`src/rtl/sfs_pkg.sv`:
```
package sfs_pkg;
  typedef enum logic {
    ENA_DRIVEN   = 1'b0,
    ENA_RELEASED = 1'b1
  } ena_mode_e;
endpackage

```
`src/rtl/sfs_sync.sv`:
```
module sfs_sync #(
  parameter int          WIDTH   = 3,
  parameter int          STAGES  = 2,
  parameter logic [WIDTH-1:0] RST_VAL = '0
) (
  input  logic             clk,
  input  logic             rst_n,
  input  logic [WIDTH-1:0] d,
  output logic [WIDTH-1:0] q
);
  logic [WIDTH-1:0] chain [STAGES];

  always_ff @(posedge clk or negedge rst_n) begin
    if (!rst_n) begin
      for (int i = 0; i < STAGES; i++) chain[i] <= RST_VAL;
    end else begin
      chain[0] <= d;
      for (int i = 1; i < STAGES; i++) chain[i] <= chain[i-1];
    end
  end

  assign q = chain[STAGES-1];
endmodule

```
`src/rtl/sfs_shifter.sv`:
```
module sfs_shifter #(
  parameter int WORD_W = 16
) (
  input  logic              clk,
  input  logic              rst_n,
  input  logic [WORD_W-1:0] tx_data,
  input  logic              tx_valid,
  output logic              tx_ready,
  input  logic              selected,
  input  logic              sclk_rise,
  input  logic              sclk_fall,
  input  logic              mosi_bit,
  output logic              word_armed,
  output logic              miso_bit,
  output logic [WORD_W-1:0] rx_data,
  output logic              rx_valid
);
  localparam int CNT_W = (WORD_W > 2) ? $clog2(WORD_W) : 1;
  localparam logic [CNT_W-1:0] LAST_IDX = CNT_W'(WORD_W - 1);

  function automatic logic [WORD_W-1:0] shift_in(input logic [WORD_W-1:0] acc,
                                                 input logic b);
    return {acc[WORD_W-2:0], b};
  endfunction

  function automatic logic is_last(input logic [CNT_W-1:0] idx);
    return idx == LAST_IDX;
  endfunction

  logic [WORD_W-1:0] tx_sh, tx_keep, rx_sh, rx_next;
  logic [CNT_W-1:0]  bit_idx;
  logic              armed, sampled_half;
  logic              accept, sample_evt, shift_evt, abort_evt;

  assign tx_ready   = ~armed;
  assign accept     = tx_valid & tx_ready;
  assign abort_evt  = armed & ~selected;
  assign sample_evt = armed & selected & sclk_rise;
  assign shift_evt  = armed & selected & sclk_fall & sampled_half;
  assign rx_next    = shift_in(rx_sh, mosi_bit);

  always_ff @(posedge clk or negedge rst_n) begin
    if (!rst_n) begin
      armed        <= 1'b0;
      tx_sh        <= '0;
      tx_keep      <= '0;
      rx_sh        <= '0;
      rx_data      <= '0;
      rx_valid     <= 1'b0;
      bit_idx      <= '0;
      sampled_half <= 1'b0;
    end else begin
      rx_valid <= 1'b0;
      if (accept) begin
        tx_sh        <= tx_data;
        tx_keep      <= tx_data;
        armed        <= 1'b1;
        bit_idx      <= '0;
        sampled_half <= 1'b0;
      end else if (abort_evt) begin
        tx_sh        <= tx_keep;
        bit_idx      <= '0;
        sampled_half <= 1'b0;
      end else if (sample_evt) begin
        rx_sh        <= rx_next;
        sampled_half <= 1'b1;
        if (is_last(bit_idx)) begin
          rx_data  <= rx_next;
          rx_valid <= 1'b1;
          armed    <= 1'b0;
          bit_idx  <= '0;
        end else begin
          bit_idx <= bit_idx + 1'b1;
        end
      end else if (shift_evt) begin
        tx_sh        <= {tx_sh[WORD_W-2:0], 1'b0};
        sampled_half <= 1'b0;
      end
    end
  end

  assign word_armed = armed;
  assign miso_bit   = tx_sh[WORD_W-1];

  p_accept_drops_ready_r2: assert property (@(posedge clk) disable iff (!rst_n)
    (tx_valid && tx_ready) |=> !tx_ready);

  p_valid_single_r8: assert property (@(posedge clk) disable iff (!rst_n)
    rx_valid |=> !rx_valid);

  p_done_frees_port_r4: assert property (@(posedge clk) disable iff (!rst_n)
    rx_valid |-> (tx_ready && !word_armed));

  p_idle_clock_ignored_r9: assert property (@(posedge clk) disable iff (!rst_n)
    (!armed && !accept) |=> !rx_valid);
endmodule

```
`src/rtl/sfs_ena_ctrl.sv`:
```
module sfs_ena_ctrl
  import sfs_pkg::*;
(
  input  logic word_armed,
  input  logic selected,
  input  logic release_mode,
  output logic ena_n,
  output logic ena_oe
);
  ena_mode_e mode;
  logic      ready;

  assign mode   = ena_mode_e'(release_mode);
  assign ready  = word_armed & selected;
  assign ena_n  = ~ready;
  assign ena_oe = ready | (mode == ENA_DRIVEN);
endmodule

```
`src/rtl/spi_flow_slave.sv`:
```
module spi_flow_slave #(
  parameter int WORD_W      = 16,
  parameter int SYNC_STAGES = 2
) (
  input  logic              clk,
  input  logic              rst_n,
  input  logic [WORD_W-1:0] tx_data,
  input  logic              tx_valid,
  output logic              tx_ready,
  output logic [WORD_W-1:0] rx_data,
  output logic              rx_valid,
  input  logic              ena_release,
  input  logic              spi_sclk,
  input  logic              spi_mosi,
  input  logic              spi_cs_n,
  output logic              spi_miso,
  output logic              spi_ena_n,
  output logic              spi_ena_oe
);
  logic [2:0] pins_sync;
  logic       sclk_s, mosi_s, cs_n_s, sclk_prev;
  logic       sclk_rise, sclk_fall, selected, word_armed;

  sfs_sync #(
    .WIDTH  (3),
    .STAGES (SYNC_STAGES),
    .RST_VAL(3'b001)
  ) u_sync (
    .clk  (clk),
    .rst_n(rst_n),
    .d    ({spi_sclk, spi_mosi, spi_cs_n}),
    .q    (pins_sync)
  );

  assign {sclk_s, mosi_s, cs_n_s} = pins_sync;

  always_ff @(posedge clk or negedge rst_n) begin
    if (!rst_n) sclk_prev <= 1'b0;
    else        sclk_prev <= sclk_s;
  end

  assign sclk_rise = sclk_s & ~sclk_prev;
  assign sclk_fall = ~sclk_s & sclk_prev;
  assign selected  = ~cs_n_s;

  sfs_shifter #(.WORD_W(WORD_W)) u_shift (
    .clk       (clk),
    .rst_n     (rst_n),
    .tx_data   (tx_data),
    .tx_valid  (tx_valid),
    .tx_ready  (tx_ready),
    .selected  (selected),
    .sclk_rise (sclk_rise),
    .sclk_fall (sclk_fall),
    .mosi_bit  (mosi_s),
    .word_armed(word_armed),
    .miso_bit  (spi_miso),
    .rx_data   (rx_data),
    .rx_valid  (rx_valid)
  );

  sfs_ena_ctrl u_ena (
    .word_armed  (word_armed),
    .selected    (selected),
    .release_mode(ena_release),
    .ena_n       (spi_ena_n),
    .ena_oe      (spi_ena_oe)
  );

  p_ena_needs_select_r3: assert property (@(posedge clk) disable iff (!rst_n)
    !spi_ena_n |-> (!cs_n_s && !tx_ready));

  p_deselect_ena_high_r5: assert property (@(posedge clk) disable iff (!rst_n)
    cs_n_s |-> spi_ena_n);

  p_release_when_idle_r6: assert property (@(posedge clk) disable iff (!rst_n)
    (ena_release && spi_ena_n) |-> !spi_ena_oe);

  p_miso_holds_r7: assert property (@(posedge clk) disable iff (!rst_n)
    (!tx_ready && !$past(sclk_fall) && !$past(cs_n_s) && !cs_n_s && $past(!tx_ready))
      |-> $stable(spi_miso));
endmodule

```
`config.mk`:
```
export PLATFORM = sky130hd
export DESIGN_NAME = spi_flow_slave
export DESIGN_NICKNAME = d
export VERILOG_FILES = /design/src/rtl/sfs_pkg.sv /design/src/rtl/sfs_sync.sv /design/src/rtl/sfs_shifter.sv /design/src/rtl/sfs_ena_ctrl.sv /design/src/rtl/spi_flow_slave.sv
export SDC_FILE = /design/constraint.sdc
export NUM_CORES = 1
export LEC_CHECK = 0
export BUFFER_PORTS_ARGS = -buffer_cell sky130_fd_sc_hd__buf_2
export CAP_MARGIN = 0
export CORE_UTILIZATION = 57
export CTS_CLUSTER_DIAMETER = 120
export DETAILED_ROUTE_END_ITERATION = 16
export HOLD_SLACK_MARGIN = 0.05
export PLACE_DENSITY = 0.79
export SKIP_LAST_GASP = 1
export SLEW_MARGIN = 15
export SYNTH_ARGS = -nofsm -noshare
export SYNTH_HDL_FRONTEND = slang
export SYNTH_SLANG_ARGS = --single-unit
export TNS_END_PERCENT = 30
```
`constraint.sdc`:
```
create_clock -name clk -period 2 [get_ports clk]
set_input_delay 0.1 -clock clk [delete_from_list [all_inputs] [get_ports clk]]
set_output_delay 0.1 -clock clk [all_outputs]
set_load 0.02 [all_outputs]
```
Yosys cells after proc, flatten, opt, wreduce, memory -nomap -nowiden

Index checks and enable logic that the tools add are counted.

$add $sub $neg: 1
Bitwise logic cells: 17
Equality and inequality tests: 3
Reductions and logical operators: 9
Multiplexer cells: 20

Operators with widths:

| operator                                                                 | count |
|---|---|
| 16-bit 2-to-1 mux                                                        | 4 |
| 4-bit 2-to-1 mux                                                         | 4 |
| 1-bit 2-to-1 mux                                                         | 12 |
| 1-bit bitwise AND                                                        | 8 |
| 1-bit inverter                                                           | 8 |
| 3-bit AND reduction                                                      | 2 |
| 3-bit nonzero test                                                       | 2 |
| 4-bit by 1-bit adder with 4-bit output (second input constant)           | 1 |
| 4-bit == test (second input constant)                                    | 1 |
| 4-bit AND reduction                                                      | 1 |
| 2-bit nonzero test                                                       | 2 |
| 4-bit nonzero test                                                       | 1 |
| 3-bit by 2-bit inequality test with 1-bit output (second input constant) | 1 |
| 2-bit by 1-bit inequality test with 1-bit output (second input constant) | 1 |
| 2-bit AND reduction                                                      | 1 |
| 1-bit OR                                                                 | 1 |

Output and inout port bits: 21
Register bits after elaboration: 77

Depth between registers and ports, before layout

Gate-level depths: netlist (run 1).

Depth after elaboration: 8
Depth in mapped cells: 6
Gate-level depth less buffers: 4

Hierarchy

A second synthesis (run 1) with hierarchy kept.

Cell total of the unflattened synthesis: 271
Area total of the unflattened synthesis: 3520.9 um^2

Modules (own cells, without submodules):

| module         | cells an instance | times used | sequential area each (um^2) | area an instance (um^2) |
|---|---|---|---|---|
| sfs_shifter    | 256               | 1          | 1751.7                      | 3288.2 |
| sfs_sync       | 9                 | 1          | 152.6                       | 175.2 |
| spi_flow_slave | 4                 | 1          | 25.0                        | 43.8 |
| sfs_ena_ctrl   | 2                 | 1          | 0.0                         | 13.8 |

Worst setup path before layout (run 1)

OpenSTA, ideal clock, no wires.

Path type: flip-flop to flip-flop
Start point: reg u_sync.chain (netlist bit u_sync.q[0])
End point: reg u_shift.tx_sh[10]
Cell stages (with the launch flop): 7
Buffers on the path: 3
Library setup time: 125 ps
Path slack: 340 ps
Arrival: 1535 ps
Data required time: 1875 ps
Cells stage by stage: dfstp_2 buf_6 nand2b_4 o22a_1 buf_6 buf_6 mux2_4

Cells in the longest elaborated chain, start to end: 6
Elaborated cells between the ends (all ways): 11

Ends and longest elaborated chain:

| item                            | line                                 | source |
|---|---|---|
| start, declared                 | sfs_sync.sv:11                       | `logic [WIDTH-1:0] chain [STAGES];` |
| 1-bit inverter                  | spi_flow_slave.sv:44                 | `assign selected = ~cs_n_s;` |
| 1-bit bitwise AND               | sfs_shifter.sv:38, sfs_shifter.sv:39 |  |
| 1-bit bitwise AND (2 in series) | sfs_shifter.sv:39                    | `assign shift_evt = armed & selected & sclk_fall & sampled_half;` |
| 3-bit nonzero test (no line)    | n/a                                  |  |
| 2-bit AND reduction (no line)   | n/a                                  |  |
| end signal, assigned            | sfs_shifter.sv:55                    | `tx_sh <= tx_data;` |
| end signal, assigned            | sfs_shifter.sv:61                    | `tx_sh <= tx_keep;` |
| end signal, assigned            | sfs_shifter.sv:76                    | `tx_sh <= {tx_sh[WORD_W-2:0], 1'b0};` |
| end, declared                   | sfs_shifter.sv:30                    | `logic [WORD_W-1:0] tx_sh, tx_keep, rx_sh, rx_next;` |

Parallel ways exist; a longest one is shown, timed or not.
A chain may end at the register's enable or synchronous reset.

Worst setup path in the final report (run 1)

Start point: reg u_shift.bit_idx[0]
End point: reg u_shift.rx_data[5]

Cells in the longest elaborated chain, start to end: 2

Ends and longest elaborated chain:

| item                          | line              | source |
|---|---|---|
| start, declared               | sfs_shifter.sv:31 | `logic [CNT_W-1:0] bit_idx;` |
| start signal, assigned        | sfs_shifter.sv:73 | `bit_idx <= bit_idx + 1'b1;` |
| 4-bit == test                 | sfs_shifter.sv:27 | `return idx == LAST_IDX;` |
| 4-bit AND reduction (no line) | n/a               |  |
| end signal, assigned          | sfs_shifter.sv:68 | `rx_data <= rx_next;` |
| end, declared                 | sfs_shifter.sv:15 | `output logic [WORD_W-1:0] rx_data,` |

No other way between the ends.

==> summary.txt, run 1 <==
Timing
  • Post-layout min period: 1.65 ns
  • # setup viols final: 0
  • Layout Skew: 0.00832 ns
  • Tcrit/Tclk final: 82.6%
  • RSZ-0062 raised after global routing: no
  • Final Max Tran Viols: 0
  • Slew @ Worst Pin: 0.507 ns
  • Fmax: 605 MHz
  • TNS Setup: 0 ns
  • Hold Slack: 0.259 ns
  • Final Hold Fails: 0
  • Worst slew margin: 66.2%

Clocking
  • Clock sinks: 77
  • Inserted Clock Buffers: 9
  • CTS root buf: clkbuf_8
  • # H-tree levels: 3
  • Max Root-Sink Buffers: 2
  • Register clock-pin slew on the reported worst setup and hold paths: 0.08 ns
  • Worst-Skew Late Latency: 0.35 ns
  • # resized after CTS: 0
  • CTS tree: yes

Yosys
  • FFs w/ async S/R, synth: 100%
  • Register area share after synthesis: 56.1%
  • Cell taking the most area after synthesis: dfrtp_1
  • Post-synth top area share: 54.5%
  • FF+latch count, synth: 77
  • Ys Warns: 0
  • Synthesized area: 3440 um^2
  • Synthesized Nets: 286
  • Gate Count Post-Synth: 262
  • Ranking of synthesized cells by area: dfrtp_1 55%, mux2i_1 14%, mux2_2 10%, nand2_1 5.1%, mux2_4 3.5%
  • Primary FF master, synth: dfrtp_1
  • Number of enable flip-flop cells after synthesis: 0
  • Syn Area/Cell: 13.1 um^2
  • Unique cell type count in the Yosys netlist: 32

GRT
  • Largest net degree at the start of global routing: 40
  • Global-route wire length before repair: 10600 um
  • Tot GR Track Use: 22.6%
  • Initial antenna violation count: 0
  • Vias in the first global route: 2230
  • Global route overflow: 0

Finish
  • NumNets Final: 356
  • Area occupied by registers: 1930 um^2
  • Final design utilization: 74.0%
  • Diode count: 0
  • FILL cells: 382
  • Area of the multi-input gates: 1410 um^2
  • Commonest cells after routing, fill and taps aside: 75 x dfrtp_1, 47 x nand2_1, 47 x mux2i_1
  • Fraction of layout cells with a size suffix above 1: 32.9%
  • Commonest non-fill, non-tap cell in the layout: dfrtp_1
  • Area grow syn2layout: 22.0%

Floorplan
  • Die span in y: 79.7 um
  • Initial core utilization: 60.6%
  • Io pins: 44
  • # rows: 27
  • Core Region: 5680 um^2
  • Die W: 79.7 um
  • Full die area: 6350 um^2

Routing
  • Remaining DRCs: 0
  • Vias: 2167
  • Total wire length: 6230 um
  • Vias per inst: 5.30
  • Antenna-violating nets left: 0
  • Drt first pass iters: 4
  • Routed WL per cell: 15.2 um
  • DR iter-0 viols: 115

Setup path
  • CP Buf/Inv Count: 1
  • Crit Path Class: flop to flop
  • Worst path slowest cell: dfrtp_1
  • Arr. time, crit path: 1.89 ns
  • CP Capture Type: flop
  • Crit path max-delay family: flip-flops
  • Crit-path cells: ha_1, nand3_1, nor2_4, buf_4, mux2_2
  • CP max stage delay: 0.41 ns
  • Worst Path Required: 2.23 ns
  • Worst setup SP type: flop
  • CP Max Fanout: 18

Hold path
  • Hold crit path type: input port to asynchronous set/reset pin

Pwr
  • Power per cell area: 886 nW/um^2
  • Leak pwr: 2.27 nW
  • Max IR drop VDD: 635 uV

Placement
  • GP Congestion: 0.753
  • PortBufs: 43
  • DP HPWL: 3940 um

Outcome
  • Status: finished, final reports clean

Flow run
  • Max cap viols: 0
area by class of cell:
type,instances,area share [%]
Sequential cell,77,46.0
Inverter,4,0.358
Clock buffer,12,3.22
Clock inverter,4,2.32
Tap cell,72,2.15
Timing Repair Buffer,74,12.5
Multi-Input combinational cell,166,33.5
per-stage QoR:
stage	power (mW)	instances	instance area [um^2]	setup slack (ns)
floorplan	2.18	262	3440	0.340
global placement	2.31	373	3760	0.410
detailed placement	2.34	373	3760	0.358
CTS	3.76	409	4200	0.333
global route	3.89	409	4200	0.215
finish	3.72	409	4200	0.348
routing by layer:
metal / vias to the layer above / wire length (um) / global-route usage [%]
met5: - / 0 / 0
met2: 44 / 2940 / 34.5
met3: 5 / 273 / 8.69
met4: 0 / 72 / 6.73
met1: 1070 / 2950 / 29.8
li1: 1048 / - / -
power breakdown:
part / leakage (nW) / internal, mW / switching (mW)
Clock: 0.111 / 0.831 / 0.544
Combinational: 1.17 / 0.279 / 0.204
Sequential: 0.995 / 1.73 / 0.130
Total: 2.27 / 2.84 / 0.878
synth_stat cells (2+ instances only):
cell type and n:
mux2_1 8, nand3_1 2, nor2_1 4, inv_1 4
o211ai_1 2, buf_6 4, dfrtp_1 75, buf_4 3
mux2i_1 47, dfstp_2 2, mux2_4 8, nand2_1 47
mux2_2 31, buf_2 7
worst reg2reg max path, delay by kind of cell, from the launching register on:
kind	cells	cell delay, ns
adders and majority gates	1	0.23
buffers and inverters	1	0.26
DFF	1	0.41
muxes	1	0.38
and+or+nand+nor	2	0.25
cell families (layout without fill, tap and decap cells):
kind of cell | count (synthesis) | in the layout | share of synthesized area (%)
flip-flops | 77 | 77 | 56.1
AND/OR/NAND/NOR | 62 | 62 | 8.22
adder cells (fa/ha/maj) | 1 | 1 | 0.364
AO/OA/AOI/OAI | 9 | 9 | 1.89
buffers and inverters | 19 | 94 | 3.53
multiplexers | 94 | 94 | 29.9
registers in the layout (all words and copies together), names as in the netlist:
signal / flops
u_shift.rx_data: 16
u_shift.tx_keep: 16
u_shift.tx_sh: 16
u_shift.rx_sh: 15
u_shift.bit_idx: 4
u_sync.chain: 3
u_sync.q: 3
sclk_prev: 1
u_shift.rx_valid: 1
u_shift.sampled_half: 1
u_shift.word_armed: 1
final timing paths:
kind	to	depth (start not counted)	slack (ns)	start
min in group clk	u_shift.word_armed	4	0.35	tx_valid
setup / recovery	u_shift.rx_data[5]	5	0.35	u_shift.bit_idx[0]
setup reg to reg	u_shift.rx_data[5]	5	0.35	u_shift.bit_idx[0]
hold reg to reg	u_sync.q[2]	0	0.35	u_sync.chain[5]
hold / removal	u_sync.q[1]	2	0.26	rst_n
max in group asynchronous	u_sync.q[0]	3	1.10	rst_n
repair_timing:
item	4_1_cts	5_1_grt
buffers inserted	0	0
endpoints found under the hold margin	58	0
hold buffers	20	0
Power figures use the tool's default switching activity.
==> run 2, diff against run 1 <==
--- a/config.mk
+++ b/config.mk
@@ -7,11 +7,11 @@
 export LEC_CHECK = 0
 export BUFFER_PORTS_ARGS = -buffer_cell sky130_fd_sc_hd__buf_2
 export CAP_MARGIN = 0
-export CORE_UTILIZATION = 57
+export CORE_UTILIZATION = 52
 export CTS_CLUSTER_DIAMETER = 120
 export DETAILED_ROUTE_END_ITERATION = 16
 export HOLD_SLACK_MARGIN = 0.05
-export PLACE_DENSITY = 0.79
+export PLACE_DENSITY = 0.76
 export SKIP_LAST_GASP = 1
 export SLEW_MARGIN = 15
 export SYNTH_ARGS = -nofsm -noshare
==> constraint.sdc (replaced) <==
create_clock -name clk -period 1.33 [get_ports clk]
set_input_delay 0.0665 -clock clk [delete_from_list [all_inputs] [get_ports clk]]
set_output_delay 0.0665 -clock clk [all_outputs]
set_load 0.02 [all_outputs]
==> run 2 against run 1 <==
- the run now ends with negative setup slack left
- design area increased by 7.7%
- highest routed layer unchanged
- final cell count increased by 5.4%
- sequential power increased by 51%
- routed wire length increased by 8.4%
- global-route usage decreased by 2.3 points
- die area increased by 9.4%
- critical path type unchanged
==> summary.txt, run 2 (synthesis gave the netlist of run 1 again) <==
Outcome
  • Status: finished, violations left
  • Failing checks: negative setup slack

Finish
  • Final design utilization: 70.8%
  • Top flop regs: u_shift.rx_data (16), u_shift.tx_keep (16), u_shift.tx_sh (16)
  • Fraction of layout cells with a size suffix above 1: 38.7%
  • Diode count: 0
  • Finished Layout Cells: 431
  • NumNets Final: 373
  • Area grow syn2layout: 31.3%
  • Commonest non-fill, non-tap cell in the layout: dfrtp_1
  • Commonest cells after routing, fill and taps aside: 75 x dfrtp_1, 47 x nand2_1, 47 x mux2i_1

Floorplan
  • Die span in y: 83.3 um
  • Initial core utilization: 53.9%
  • Core Region: 6390 um^2
  • Io pins: 44
  • Full die area: 6950 um^2
  • Die W: 83.3 um
  • # rows: 29

Routing
  • Antenna-violating nets left: 0
  • DR iter-0 viols: 180
  • Routed WL per cell: 15.7 um
  • Remaining DRCs: 0
  • Vias per inst: 5.21
  • Vias: 2247
  • Drt first pass iters: 4
  • Total wire length: 6760 um

GRT
  • Largest net degree at the start of global routing: 28
  • Global route overflow: 0
  • Initial antenna violation count: 0
  • Vias in the first global route: 2308
  • Global-route wire length before repair: 10900 um
  • Tot GR Track Use: 20.3%

Setup path
  • Worst Path Required: 1.56 ns
  • CP max stage delay: 0.58 ns
  • Most used cell along the critical path: mux2i_1
  • R2R depth: 4
  • Crit Path Class: flop to flop
  • Crit path launch: u_sync.q[0]
  • Stages on the worst setup path: 4
  • CP Buf/Inv Count: 1
  • Arr. time, crit path: 1.73 ns
  • Reg2reg start: u_sync.q[0]
  • CP Max Fanout: 18
  • Crit-path cells: buf_12, mux2i_1, mux2i_1, mux2_4
  • CP Capture Type: flop
  • Crit path max-delay family: multiplexers
  • Worst path slowest cell: dfstp_2
  • Worst setup SP type: flop

Clocking
  • Worst-Skew Late Latency: 0.35 ns
  • CTS root buf: clkbuf_8
  • # H-tree levels: 3
  • Inserted Clock Buffers: 9
  • Clock sinks: 77
  • CTS tree: yes
  • Register clock-pin slew on the reported worst setup and hold paths: 0.08 ns
  • Max Root-Sink Buffers: 2

Hold path
  • Hold crit path type: input port to flop
  • Worst Min Path Start: tx_valid
  • Hold Path Stages: 3

Placement
  • Post-Place Setup Slack: -0.201 ns
  • PortBufs: 43
  • DP HPWL: 4160 um
  • Cells after DPL: 390
  • GP Congestion: 0.761

Timing
  • Final Max Tran Viols: 0
  • Final WS setup: -0.168 ns
  • Hold Slack: 0.0759 ns
  • Tcrit/Tclk final: 113%
  • Worst slew margin: 76.2%
  • Post-layout min period: 1.50 ns
  • Fmax: 668 MHz
  • Layout Skew: 0.0143 ns
  • Final Hold Fails: 0
  • RSZ-0062 raised after global routing: yes
  • # setup viols final: 68
  • Slew @ Worst Pin: 0.358 ns

Pwr
  • Max IR drop VDD: 899 uV
  • Power per cell area: 1270 nW/um^2
  • Leak pwr: 2.42 nW
  • Total design power: 5.75 mW

Flow run
  • Max cap viols: 0
[run 2: timing repair]
item | 4_1_cts | 5_1_grt
resized for setup | 6 | 14
endpoints found under the setup margin | 69 | 71
hold endpoints to repair | 95 | 0
gates cloned | 0 | 2
hold buffers | 20 | 0
setup buffers | 1 | 2
pin swaps | 2 | 0
[run 2: power by group]
part	total, mW	internal, mW	switching (mW)
combinational	0.821	0.487	0.334
clock	2.13	1.26	0.871
sequential	2.80	2.60	0.200
[run 2: worst reg2reg max path, cell delays in order (launching register included)]
cell	delay [ns]
dfstp_2	0.58
buf_12	0.19
mux2i_1	0.24
mux2i_1	0.11
mux2_4	0.27
[run 2: path summary, 6_finish.rpt]
| kind | end | slack, ns |
|---|---|---|
| worst max register to register | u_shift.tx_sh[9] | -0.17 |
| min in group asynchronous | u_shift.rx_sh[6] | 0.17 |
| worst max-delay path | u_shift.tx_sh[9] | -0.17 |
| max in group asynchronous | u_sync.q[0] | 0.64 |
| worst min register to register | u_sync.q[1] | 0.35 |
| worst min-delay path | u_shift.word_armed | 0.08 |
[run 2: final cells by class]
cell class,count,area (um^2)
flip-flops and latches,77,1930
fillers,426,1870
well taps,77,96.3
repair buffers,91,764
clock inverters,7,123
clock buffers,9,124
multi-input cells,166,1470
inverters,4,15.0
[run 2: metrics by stage]
step | area, um^2 | setup TNS, ns
after global placement | 3910 | -5.87
after floorplan | 3440 | -6.81
final | 4520 | -5.93
after global routing | 4520 | -10.13
after CTS | 4400 | -7.85
after detailed placement | 3910 | -7.67
[run 2: layer usage]
layer / routed length (um) / global-route usage [%] / part of all wire, % / up-vias
met5: 0 / 0 / 0 / -
met2: 3270 / 31.2 / 48 / 48
met4: 46 / 7.68 / 0.68 / 0
met1: 3170 / 27.7 / 47 / 1118
li1: - / - / - / 1077
met3: 273 / 5.57 / 4.0 / 4
